`config.mk`:
```
export PLATFORM = sky130hd
export DESIGN_NAME = memmap_ctrl
export DESIGN_NICKNAME = d
export VERILOG_FILES = /design/src/rtl/memmap_pkg.sv /design/src/rtl/memmap_bank_state.sv /design/src/rtl/memmap_periph_dec.sv /design/src/rtl/memmap_region_dec.sv /design/src/rtl/memmap_ctrl.sv
export SDC_FILE = /design/constraint.sdc
export NUM_CORES = 1
export LEC_CHECK = 0
export BUFFER_PORTS_ARGS = -buffer_cell sky130_fd_sc_hd__buf_4
export CELL_PAD_IN_SITES_DETAIL_PLACEMENT = 1
export CELL_PAD_IN_SITES_GLOBAL_PLACEMENT = 2
export CORE_MARGIN = 1
export CORE_UTILIZATION = 14
export CTS_CLUSTER_SIZE = 12
export DETAILED_ROUTE_END_ITERATION = 8
export PLACE_DENSITY_LB_ADDON = 0.1
export SYNTH_ARGS = -nofsm -noshare
export SYNTH_HDL_FRONTEND = slang
export SYNTH_SLANG_ARGS = --single-unit
```
`constraint.sdc`:
```
create_clock -name clk -period 1.8 [get_ports clk]
set_clock_uncertainty 0.1 [all_clocks]
set_input_delay 0.36 -clock clk [delete_from_list [all_inputs] [get_ports clk]]
set_output_delay 0.36 -clock clk [all_outputs]
set_load 0.02 [all_outputs]
```
`src/rtl/memmap_pkg.sv`:
```
package memmap_pkg;

   typedef enum logic [2:0] {
      CMD_LOW_RAM = 3'd0,
      CMD_HI_RAM  = 3'd1,
      CMD_LOW_ROM = 3'd2,
      CMD_HI_DEV  = 3'd3,
      CMD_DEFAULT = 3'd4,
      CMD_LOCK    = 3'd5
   } bank_cmd_e;

   localparam int NUM_CMDS = 6;

   typedef struct packed {
      logic low_rom;  // bottom 4 KB reads from ROM
      logic hi_dev;   // video memory at D, peripherals at E/F
      logic lock;     // upper 12 KB blanked
   } bank_state_t;

   typedef enum logic [2:0] {
      TGT_NONE,
      TGT_ROM,
      TGT_RAM,
      TGT_VRAM,
      TGT_PIO,
      TGT_TMR,
      TGT_CTL
   } target_e;

endpackage

```
`src/rtl/memmap_bank_state.sv`:
```
module memmap_bank_state
   import memmap_pkg::*;
#(
   parameter int IO_W     = 8,
   parameter int CMD_BASE = 'hE0
) (
   input  logic            clk,
   input  logic            rst_n,
   input  logic            io_wr,
   input  logic [IO_W-1:0] io_port,
   output bank_state_t     state
);
   localparam logic [IO_W-1:0] BASE_P = IO_W'(CMD_BASE);

   logic [IO_W-1:0] ofs;
   logic            hit;
   bank_cmd_e       cmd;
   bank_state_t     nxt;

   assign ofs = io_port - BASE_P;
   assign hit = io_wr && (io_port >= BASE_P) && (ofs < IO_W'(NUM_CMDS));
   assign cmd = bank_cmd_e'(ofs[2:0]);

   always_comb begin
      nxt = state;
      if (hit) begin
         unique case (cmd)
            CMD_LOW_RAM: nxt.low_rom = 1'b0;
            CMD_LOW_ROM: nxt.low_rom = 1'b1;
            CMD_HI_RAM:  if (!state.lock) nxt.hi_dev = 1'b0;
            CMD_HI_DEV:  if (!state.lock) nxt.hi_dev = 1'b1;
            CMD_DEFAULT: nxt = '{low_rom: 1'b1, hi_dev: 1'b1, lock: 1'b0};
            CMD_LOCK:    nxt.lock = 1'b1;
            default:     nxt = state;
         endcase
      end
   end

   always_ff @(posedge clk) begin
      if (!rst_n) state <= '{low_rom: 1'b1, hi_dev: 1'b1, lock: 1'b0};
      else        state <= nxt;
   end
endmodule

```
`src/rtl/memmap_periph_dec.sv`:
```
module memmap_periph_dec
   import memmap_pkg::*;
#(
   parameter int  ADDR_W        = 16,
   parameter bit  PERIPH_MIRROR = 1'b1
) (
   input  logic [ADDR_W-1:0] addr,
   output target_e           tgt
);
   localparam int WIN_W = 13;  // 8 KB window

   target_e slot;

   always_comb begin
      unique case (addr[3:2])
         2'd0:    slot = TGT_PIO;
         2'd1:    slot = TGT_TMR;
         2'd2:    slot = TGT_CTL;
         default: slot = TGT_NONE;
      endcase
   end

   generate
      if (PERIPH_MIRROR) begin : g_mirror
         assign tgt = slot;
      end else begin : g_single
         assign tgt = (addr[WIN_W-1:4] == '0) ? slot : TGT_NONE;
      end
   endgenerate
endmodule

```
`src/rtl/memmap_region_dec.sv`:
```
module memmap_region_dec
   import memmap_pkg::*;
#(
   parameter int ADDR_W = 16
) (
   input  logic [ADDR_W-1:0] addr,
   input  logic              rd,
   input  logic              wr,
   input  bank_state_t       state,
   input  target_e           periph_tgt,
   output target_e           tgt
);
   localparam int TOP = ADDR_W - 1;

   logic [3:0] nib;
   assign nib = addr[TOP -: 4];

   always_comb begin
      tgt = TGT_NONE;
      if (rd || wr) begin
         if (nib == 4'h0) begin
            tgt = (!wr && state.low_rom) ? TGT_ROM : TGT_RAM;
         end else if (nib <= 4'hC) begin
            tgt = TGT_RAM;
         end else if (state.lock) begin
            tgt = TGT_NONE;
         end else if (nib == 4'hD) begin
            tgt = state.hi_dev ? TGT_VRAM : TGT_RAM;
         end else begin
            tgt = state.hi_dev ? periph_tgt : TGT_RAM;
         end
      end
   end
endmodule

```
`src/rtl/memmap_ctrl.sv`:
```
module memmap_ctrl
   import memmap_pkg::*;
#(
   parameter int ADDR_W        = 16,
   parameter int IO_W          = 8,
   parameter int CMD_BASE      = 'hE0,
   parameter bit PERIPH_MIRROR = 1'b1
) (
   input  logic              clk,
   input  logic              rst_n,
   input  logic [ADDR_W-1:0] cpu_addr,
   input  logic              cpu_rd,
   input  logic              cpu_wr,
   input  logic              io_wr,
   input  logic [IO_W-1:0]   io_port,
   output logic              rom_cs,
   output logic              ram_cs,
   output logic              vram_cs,
   output logic              vram_attr,
   output logic              pio_cs,
   output logic              tmr_cs,
   output logic              ctl_cs,
   output logic              wr_inhibit,
   output logic              rd_valid
);
   localparam int ATTR_BIT = ADDR_W - 5;  // splits the 4 KB video area in halves

   generate
      if (ADDR_W != 16) begin : g_bad_aw
         $error("memmap_ctrl: ADDR_W must be 16");
      end
      if (CMD_BASE < 0 || CMD_BASE + NUM_CMDS > (1 << IO_W)) begin : g_bad_base
         $error("memmap_ctrl: command ports do not fit in IO_W");
      end
   endgenerate

   bank_state_t state;
   target_e     periph_tgt;
   target_e     tgt;

   memmap_bank_state #(.IO_W(IO_W), .CMD_BASE(CMD_BASE)) u_state (
      .clk     (clk),
      .rst_n   (rst_n),
      .io_wr   (io_wr),
      .io_port (io_port),
      .state   (state)
   );

   memmap_periph_dec #(.ADDR_W(ADDR_W), .PERIPH_MIRROR(PERIPH_MIRROR)) u_pdec (
      .addr (cpu_addr),
      .tgt  (periph_tgt)
   );

   memmap_region_dec #(.ADDR_W(ADDR_W)) u_rdec (
      .addr       (cpu_addr),
      .rd         (cpu_rd),
      .wr         (cpu_wr),
      .state      (state),
      .periph_tgt (periph_tgt),
      .tgt        (tgt)
   );

   assign rom_cs     = (tgt == TGT_ROM);
   assign ram_cs     = (tgt == TGT_RAM);
   assign vram_cs    = (tgt == TGT_VRAM);
   assign vram_attr  = vram_cs && cpu_addr[ATTR_BIT];
   assign pio_cs     = (tgt == TGT_PIO);
   assign tmr_cs     = (tgt == TGT_TMR);
   assign ctl_cs     = (tgt == TGT_CTL);
   assign wr_inhibit = cpu_wr && (tgt == TGT_NONE);
   assign rd_valid   = cpu_rd && (tgt != TGT_NONE);
endmodule

```
---- Word-level counts from Yosys, hierarchy flattened ----
Index checks and enable logic that the tools add are counted.
storage, ports and cells
  register bits ........................... 3
  logic and storage cells ................. 57
cells by class
  $lt $le $gt $ge ......................... 3
  add/sub/neg operators ................... 1
  eq/ne operators ......................... 16
  reduce and logical (&&, ||, !) cells .... 20
  multiplexer cells ....................... 14
operator list
  kind                   number
  $mux W3                6
  $eq A3 B3 Y1 const B   5
  $eq A3 B2 Y1 const B   4
  $pmux W3 S3            1
  $ge A8 B8 Y1 const B   1
  $lt A8 B3 Y1 const B   1
  $sub A8 B8 Y8 const B  1
  $eq A3 B1 Y1 const B   2
  $logic_and A1 B1 Y1    6
  $logic_not A3 Y1       2
  $reduce_bool A3 Y1     2
  $eq A4 B4 Y1 const B   1
  $le A4 B4 Y1 const B   1
  $logic_not A4 Y1       1
  $ne A2 B2 Y1 const B   2
  $pmux W1 S2            2
  $reduce_and A2 Y1      2
  $reduce_and A4 Y1      1
  $reduce_bool A2 Y1     2
  $mux W1                3
  $pmux W1 S3            1
  $eq A2 B1 Y1 const B   1
  $eq A2 B2 Y1 const B   1
  $logic_not A2 Y1       1
  4 further kinds        4

---- Logic depth before layout (Yosys ltp) ----
Gate-level depths: netlist of run 1.
  word-level depth ........................ 10
  gate-level depth with buffers ........... 5
  depth with buffers taken out ............ 5

---- Cells and area by module ----
From an unflattened synthesis of run 1, not the netlist that was laid out.
second synthesis, totals
  cell total of the unflattened synthesis .. 50
  area, all modules ....................... 422.9 µm²
modules (own cells, without submodules)
  module             instances  cells an instance  area each (µm²)  sequential area each (µm²)
  memmap_bank_state  1          24                 227.7            60.1
  memmap_region_dec  1          14                 90.1             0.0
  memmap_ctrl        1          9                  86.3             0.0
  memmap_periph_dec  1          3                  18.8             0.0

---- Worst setup path after synthesis of run 1 ----
No wires, ideal clock.
  kind .................................... input port to output port
  start point ............................. input port cpu_addr[15]
  end point ............................... output port vram_attr
  slack ................................... -0.533 ns
  cell stages on the path ................. 4
  arrival ................................. 1.873 ns
  buffers on the path ..................... 0
  cells stage by stage .................... or4b_1 nor3_1 nor2_1 nor4_1
on the way
  longest elaborated chain between the ends .. 8
RTL lines
  what                     RTL line                 source
  from (decl)              memmap_ctrl.sv:11        input logic [ADDR_W-1:0] cpu_addr,
  $eq A4 B4 Y1             memmap_region_dec.sv:27  end else if (nib == 4'hD) begin
  $mux W3                  memmap_region_dec.sv:27
  $mux W3                  memmap_region_dec.sv:25  end else if (state.lock) begin
  $mux W3                  memmap_region_dec.sv:23  end else if (nib <= 4'hC) begin
  $mux W3 (*)              memmap_region_dec.sv:21  if (nib == 4'h0) begin
  $mux W3 (*)              memmap_region_dec.sv:20  if (rd || wr) begin
  $eq A3 B2 Y1 (*)         memmap_ctrl.sv:65        assign vram_cs = (tgt == TGT_VRAM);
  $logic_and A1 B1 Y1 (*)  memmap_ctrl.sv:66        assign vram_attr = vram_cs && cpu_addr[ATTR_BIT];
  to (decl)                memmap_ctrl.sv:19        output logic vram_attr,
Every way passes the cells marked *; elsewhere a longest branch is shown, timed or not.

---- Worst setup path in the final report of run 1 ----
  start point ............................. register, netlist name u_state.state[2]
  end point ............................... output port wr_inhibit
on the way
  longest elaborated chain between the ends .. 6
RTL lines
  what                 RTL line                 source
  $logic_and A1 B1 Y1  memmap_region_dec.sv:22  tgt = (!wr && state.low_rom) ? TGT_ROM : TGT_RAM;
  $mux W2              memmap_region_dec.sv:22
  $mux W3              memmap_region_dec.sv:21
  $mux W3              memmap_region_dec.sv:20
  $logic_not A3 Y1     memmap_ctrl.sv:70        assign wr_inhibit = cpu_wr && (tgt == TGT_NONE);
  $logic_and A1 B1 Y1  memmap_ctrl.sv:70
  to (decl)            memmap_ctrl.sv:23        output logic wr_inhibit,
Every way passes these cells.

==> results of run 1 <==
## critical path, delay by kind of cell, from the launching register on
kind	cells	cell delay, ns
AND/OR/NAND/NOR	4	1.12
buffers and inverters	1	0.14
flip-flops	1	0.31
## timing repair
action	CTS	global route
pin swaps	2	3
resized for setup	18	2
setup buffers	3	1
gates cloned	0	0
setup endpoints to repair	9	11
## where the power goes
| group | internal, mW | leakage (nW) | total, mW | switching, mW |
|---|---|---|---|---|
| Combinational | 0.0935 | 0.388 | 0.167 | 0.0735 |
| Sequential | 0.0668 | 0.0237 | 0.0669 | 0.0000259 |
| Clock | 0.0828 | 0.0150 | 0.114 | 0.0311 |
| Total | 0.243 | 0.427 | 0.348 | 0.105 |
## routing by layer
layer | global-route usage (%) | part of all wire [%] | routed length (um) | up-vias
met5 | 0 | 0 | 0 | -
met4 | 3.21 | 0 | 0 | 0
met3 | 0.234 | 5.7 | 88 | 0
met2 | 20.3 | 55 | 851 | 20
met1 | 12.1 | 40 | 617 | 279
li1 | - | - | - | 303
## cells by family after synthesis
kind of cell | after synthesis
buf+inv | 4
simple gates | 27
mux | 1
fa+ha+maj | 1
flops | 3
compound gates | 15
## metrics by stage
stage / utilization [%] / hold WS [ns]
floorplan: - / 0.340
global placement: 31.6 / 0.471
detailed placement: 31.6 / 0.470
CTS: 36.0 / 0.227
global route: 37.1 / 0.233
finish: 37.1 / 0.225
## how the worst max path moves through the flow
stage                                   from  slack (ns)          to  cells past startpoint
2_1_floorplan                   cpu_addr[15]       -0.21   vram_attr                      4
3_3_place_gp                    cpu_addr[13]       -0.49  wr_inhibit                      7
3_5_place_dp                    cpu_addr[13]       -0.56  wr_inhibit                      7
4_1_cts        u_state.state[2]$_SDFFE_PN1P_       -0.42  wr_inhibit                      5
5_1_grt        u_state.state[2]$_SDFFE_PN1P_       -0.54  wr_inhibit                      5
6_report       u_state.state[2]$_SDFFE_PN1P_       -0.46  wr_inhibit                      5
## cell usage in the layout (no fill, tap or decap), types with 2 or more instances in the layout
cell type and instances:
a21oi_1 3, buf_4 42, buf_6 7, clkbuf_4 3, dfxtp_2 3, inv_1 3, nand2_1 3, nand3b_1 2
nor2_1 3, nor3_2 2, o21ai_0 2, o21ai_1 2, or3_4 2
## area by class of cell
type	instances	share of cell area, %
flip-flops and latches	3	6.65
multi-input cells	44	44.5
repair buffers	49	41.1
clock buffers	4	2.74
inverters	3	1.17
well taps	30	3.91
==> impl_metrics.env, run 1 <==
export IMPL_setup_tns_ns=-3.58
export IMPL_arrival_ns=1.80
export IMPL_slew_headroom_pct=64.2
export IMPL_start_util_pct=15.4
export IMPL_crit_required_ns=1.34
export IMPL_r2r_start="u_state.state[0]$_SDFFE_PN0P_"
export IMPL_register_area_um2=63.8
export IMPL_cts_buffers=3
export IMPL_grt_pass1_vias=614
export IMPL_dpl_cell_area_um2=818
export IMPL_synth_distinct_cells=33
export IMPL_critPathLaunchType="register"
export IMPL_route_detailed_drc=0
export IMPL_p_per_area_nw_per_um2=362
export IMPL_numPortBuffers=28
export IMPL_hp_class="in -> reg"
export IMPL_viasPerCell=4.53
export IMPL_hold_path_end="u_state.state[1]$_SDFFE_PN1P_"
export IMPL_synth_compound_gate_area_share_pct=30.5
export IMPL_wl_per_cell_um=11.7
export IMPL_r2r_end="u_state.state[1]$_SDFFE_PN1P_"
export IMPL_setup_viol=9
export IMPL_largestRegisters="u_state.state (3)"
export IMPL_fin_area_um2=960
export IMPL_setup_ws_ns=-0.460
export IMPL_avgSynthCellArea_um2=7.80
export IMPL_power_uw=348
export IMPL_insertion_delay_ns=0.22
export IMPL_hold_path_depth=2
export IMPL_largest_reg_flops=3
export IMPL_ioPinCount=38
export IMPL_grtUsageTotal_pct=10.4
export IMPL_placementRows=18
export IMPL_static_leakage_power_nw=0.427
export IMPL_rsz0062_at_grt="yes"
export IMPL_multi_input_area_um2=427
export IMPL_antenna_left=0
export IMPL_clockRootBuffer="clkbuf_4"
export IMPL_clkTransAtPathRegs_ns=0.04
export IMPL_synth_top_family_by_area="simple AND/OR/NAND/NOR gates"
export IMPL_r2r_slack_ns=0.65
export IMPL_drtIter0Drc=1
export IMPL_synth_top_area_share_pct=15.1
export IMPL_wirelength_um=1560
export IMPL_cts_sinks=3
export IMPL_top_register="u_state.state"
export IMPL_reg2reg_depth=5
export IMPL_violations="negative setup slack"
export IMPL_tightest_slew_ns=0.536
export IMPL_synth_seq_cells=3
export IMPL_path_class="reg -> out"
export IMPL_dp_cells=125
export IMPL_die_h_um=55.3
export IMPL_endpoint_kind="output port"
export IMPL_synthMuxAreaShare_pct=2.52
export IMPL_syn_inst=51
export IMPL_nNetsFinal=134
export IMPL_dr_pass1_iters=2
export IMPL_synthSimpleGateAreaFrac_pct=44.7
export IMPL_cp_slowest_cell="or4b_4"
export IMPL_area_delta_synth_final_pct=141
export IMPL_grt_overflow=0
export IMPL_cpPeakStageDelay_ns=0.48
export IMPL_post_route_min_period_ns=2.26
export IMPL_cp_max_fo=6
export IMPL_synth_area_leader_cell="dfxtp_1"
export IMPL_status="complete, but fails checks"
export IMPL_synth_edf_count=0
export IMPL_path_cells="or4b_4 -> nor3_4 -> or3_4 -> and4_2 -> buf_4"
export IMPL_yosysWarnings=0
export IMPL_synthXorXnorAreaFrac_pct=0
export IMPL_die_area_um2=3060
export IMPL_finalCritPeriodShare_pct=126
export IMPL_maxCapViolCount=0
export IMPL_yosys_top_cells_area="dfxtp_1 15%, a2111oi_4 6.9%, nor3_1 5.0%"
export IMPL_hp_start="rst_n"
export IMPL_fmax_mhz=443
export IMPL_clock_path_buffers=2
export IMPL_antenna_found_initial=0
export IMPL_antenna_cells=0
export IMPL_synthAdderAreaFrac_pct=3.14
export IMPL_die_w_um=55.3
export IMPL_hold_viol=0
export IMPL_vias=602
export IMPL_synth_common_cells="4 x nor2_1, 4 x nor3_1"
export IMPL_dp_hpwl_um=1190
export IMPL_drive_above_1_share_pct=72.8
export IMPL_yosys_most_used_dff="dfxtp_1"
export IMPL_synth_nets=81
export IMPL_fill_cells=308
export IMPL_cts_tree="yes"
export IMPL_grt_pass1_wl_um=2620
export IMPL_pre_cts_slack_ns=-0.557
export IMPL_ys_seq_area_share_pct=15.1
export IMPL_cts_hold_buffers_added=0
export IMPL_peakVddDrop_uv=153
export IMPL_report_final_slew_viol_count=0
export IMPL_coreArea_um2=2590
export IMPL_synth_area_um2=398
export IMPL_grt_max_degree=8
export IMPL_place_gp_congestion=0.710
export IMPL_layout_cells_non_filler=133
export IMPL_h_tree_depth=1
export IMPL_async_flop_share_pct=0
(Power assumes the default switching activity.)
==> inputs of run 2 (changes only) <==
SETUP_SLACK_MARGIN = 0.2   (was not set)
==> run 2 against run 1 <==
Effect of this change: the flow still finishes with violations (negative setup slack); via count decreased by 1.8%; count of clock-buffer cells in the layout unchanged; register-to-register slack got worse by 0.02 ns; fmax rose by 3.3%; highest routed layer is now met4.
==> impl_metrics.env, run 2 (synthesis results as in run 1) <==
export IMPL_status="complete, but fails checks"
export IMPL_violations="negative setup slack"
export IMPL_met3_usage_pct=1.17
export IMPL_place_gp_congestion=0.647
export IMPL_start_util_pct=15.4
export IMPL_cts_buffers=3
export IMPL_swShare_pct=30.6
export IMPL_cts_tree="yes"
export IMPL_rsz0062_at_grt="yes"
export IMPL_dr_pass1_iters=2
export IMPL_grt_util_met2_pct=17.0
export IMPL_numPortBuffers=28
export IMPL_clock_path_buffers=2
export IMPL_clockRootBuffer="clkbuf_4"
export IMPL_endpoint_kind="output port"
export IMPL_antenna_left=0
export IMPL_drtIter0Drc=4
export IMPL_grt_overflow=0
export IMPL_placementRows=18
export IMPL_slew_headroom_pct=64.9
export IMPL_h_tree_depth=1
export IMPL_p_per_area_nw_per_um2=359
export IMPL_die_w_um=55.3
export IMPL_post_route_min_period_ns=2.19
export IMPL_setup_viol=9
export IMPL_static_leakage_power_nw=0.423
export IMPL_peakVddDrop_uv=219
export IMPL_nNetsFinal=132
export IMPL_fmax_mhz=457
export IMPL_p_comb_share_pct=48.4
export IMPL_coreArea_um2=2590
export IMPL_pwr_share_seq_pct=18.9
export IMPL_maxCapViolCount=0
export IMPL_largest_reg_flops=3
export IMPL_route_detailed_drc=0
export IMPL_report_final_slew_viol_count=0
export IMPL_drive_above_1_share_pct=74.3
export IMPL_arrival_ns=1.73
export IMPL_grt_max_degree=8
export IMPL_critPathLaunchType="register"
export IMPL_wirelength_um=1400
export IMPL_ioPinCount=38
export IMPL_grt_use_met1_pct=11.0
export IMPL_hp_class="in -> reg"
export IMPL_grt_pass1_wl_um=2380
export IMPL_antenna_found_initial=0
export IMPL_insertion_delay_ns=0.23
export IMPL_power_uw=354
export IMPL_dp_hpwl_um=1160
export IMPL_wl_per_cell_um=10.7
export IMPL_final_common_cell="buf_4"
export IMPL_hold_viol=0
export IMPL_path_class="reg -> out"
export IMPL_clkTransAtPathRegs_ns=0.03
export IMPL_viasPerCell=4.51
export IMPL_final_cell_mix="40 x buf_4, 6 x buf_6"
export IMPL_top_register="u_state.state"
export IMPL_cp_max_fo=6
export IMPL_grtUsageTotal_pct=9.45
export IMPL_area_delta_synth_final_pct=148
export IMPL_fin_util_pct=38.1
export IMPL_clockPowerShare_pct=32.7
export IMPL_grt_busiest_layer="met2"
export IMPL_die_h_um=55.3
export IMPL_finalCritPeriodShare_pct=122
export IMPL_grt_pass1_vias=591
export IMPL_tightest_slew_ns=0.525
export IMPL_dpl_cell_area_um2=847
export IMPL_vias=591
export IMPL_power_net_switching_uw=108
export IMPL_p_int_uw=245
export IMPL_largestRegisters="u_state.state (3)"
export IMPL_crit_required_ns=1.34
export IMPL_cts_sinks=3
export IMPL_fin_area_um2=986
export IMPL_die_area_um2=3060
export IMPL_setup_ws_ns=-0.388
export IMPL_antenna_cells=0
run 2: changes by cell type in the layout (fill, tap and decap cells not counted), sizes merged:
cell and delta:
buf -2
run 2: path summary, 6_finish.rpt:
| path | from | to | slack (ns) | depth (start not counted) |
|---|---|---|---|---|
| max | u_state.state[2]$_SDFFE_PN1P_ | rom_cs | -0.39 | 5 |
| min | rst_n | u_state.state[1]$_SDFFE_PN1P_ | 0.23 | 2 |
| max reg2reg | u_state.state[0]$_SDFFE_PN0P_ | u_state.state[1]$_SDFFE_PN1P_ | 0.63 | 5 |
| min reg2reg | u_state.state[1]$_SDFFE_PN1P_ | u_state.state[1]$_SDFFE_PN1P_ | 0.52 | 3 |
run 2: repair_timing:
| action | 4_1_cts | 5_1_grt |
|---|---|---|
| resized for setup | 18 | 7 |
| endpoints found under the setup margin | 11 | 11 |
| setup buffers | 2 | 0 |
| hold buffers | 0 | 0 |
| hold endpoints to repair | 0 | 0 |
| pin swaps | 5 | 8 |
run 2: per-layer routing:
metal / vias to the layer above / wire (um) / part of all wire, %
li1: 299 / - / -
met1: 270 / 596 / 43
met2: 20 / 696 / 50
met3: 2 / 83 / 5.9
met4: 0 / 19 / 1.4
met5: - / 0 / 0
run 2: through the flow:
stage               worst slack, ns  cells  hold WS (ns)  setup TNS, ns
finish                       -0.388    131         0.226          -3.18
floorplan                    -0.215     51         0.340          -1.65
CTS                          -0.395    131         0.226          -3.25
global placement             -0.478    125         0.473          -3.86
global route                 -0.447    131         0.228          -3.78
detailed placement           -0.480    125         0.478          -3.84
run 2: critical path: stages (launching register included):
cell and delay (ns):
dfxtp_2 0.32, or4b_4 0.47, nor3_4 0.19, or3_4 0.20, nor3b_4 0.19, buf_6 0.14
run 2: final cells by class:
cell class              count  area (um2)
inverters                   3        11.3
repair buffers             47         383
fillers                   305        1600
multi-input cells          44         464
well taps                  30        37.5
clock buffers               4        26.3
flip-flops and latches      3        63.8
run 2: power by group through the flow:
stage	Combinational, mW	Sequential (mW)	Clock (mW)
after global routing	0.184	0.0668	0.130
after floorplan	0.0665	0.0679	0
after global placement	0.151	0.0679	0
after detailed placement	0.152	0.0679	0
after CTS	0.169	0.0669	0.121
final	0.171	0.0669	0.116
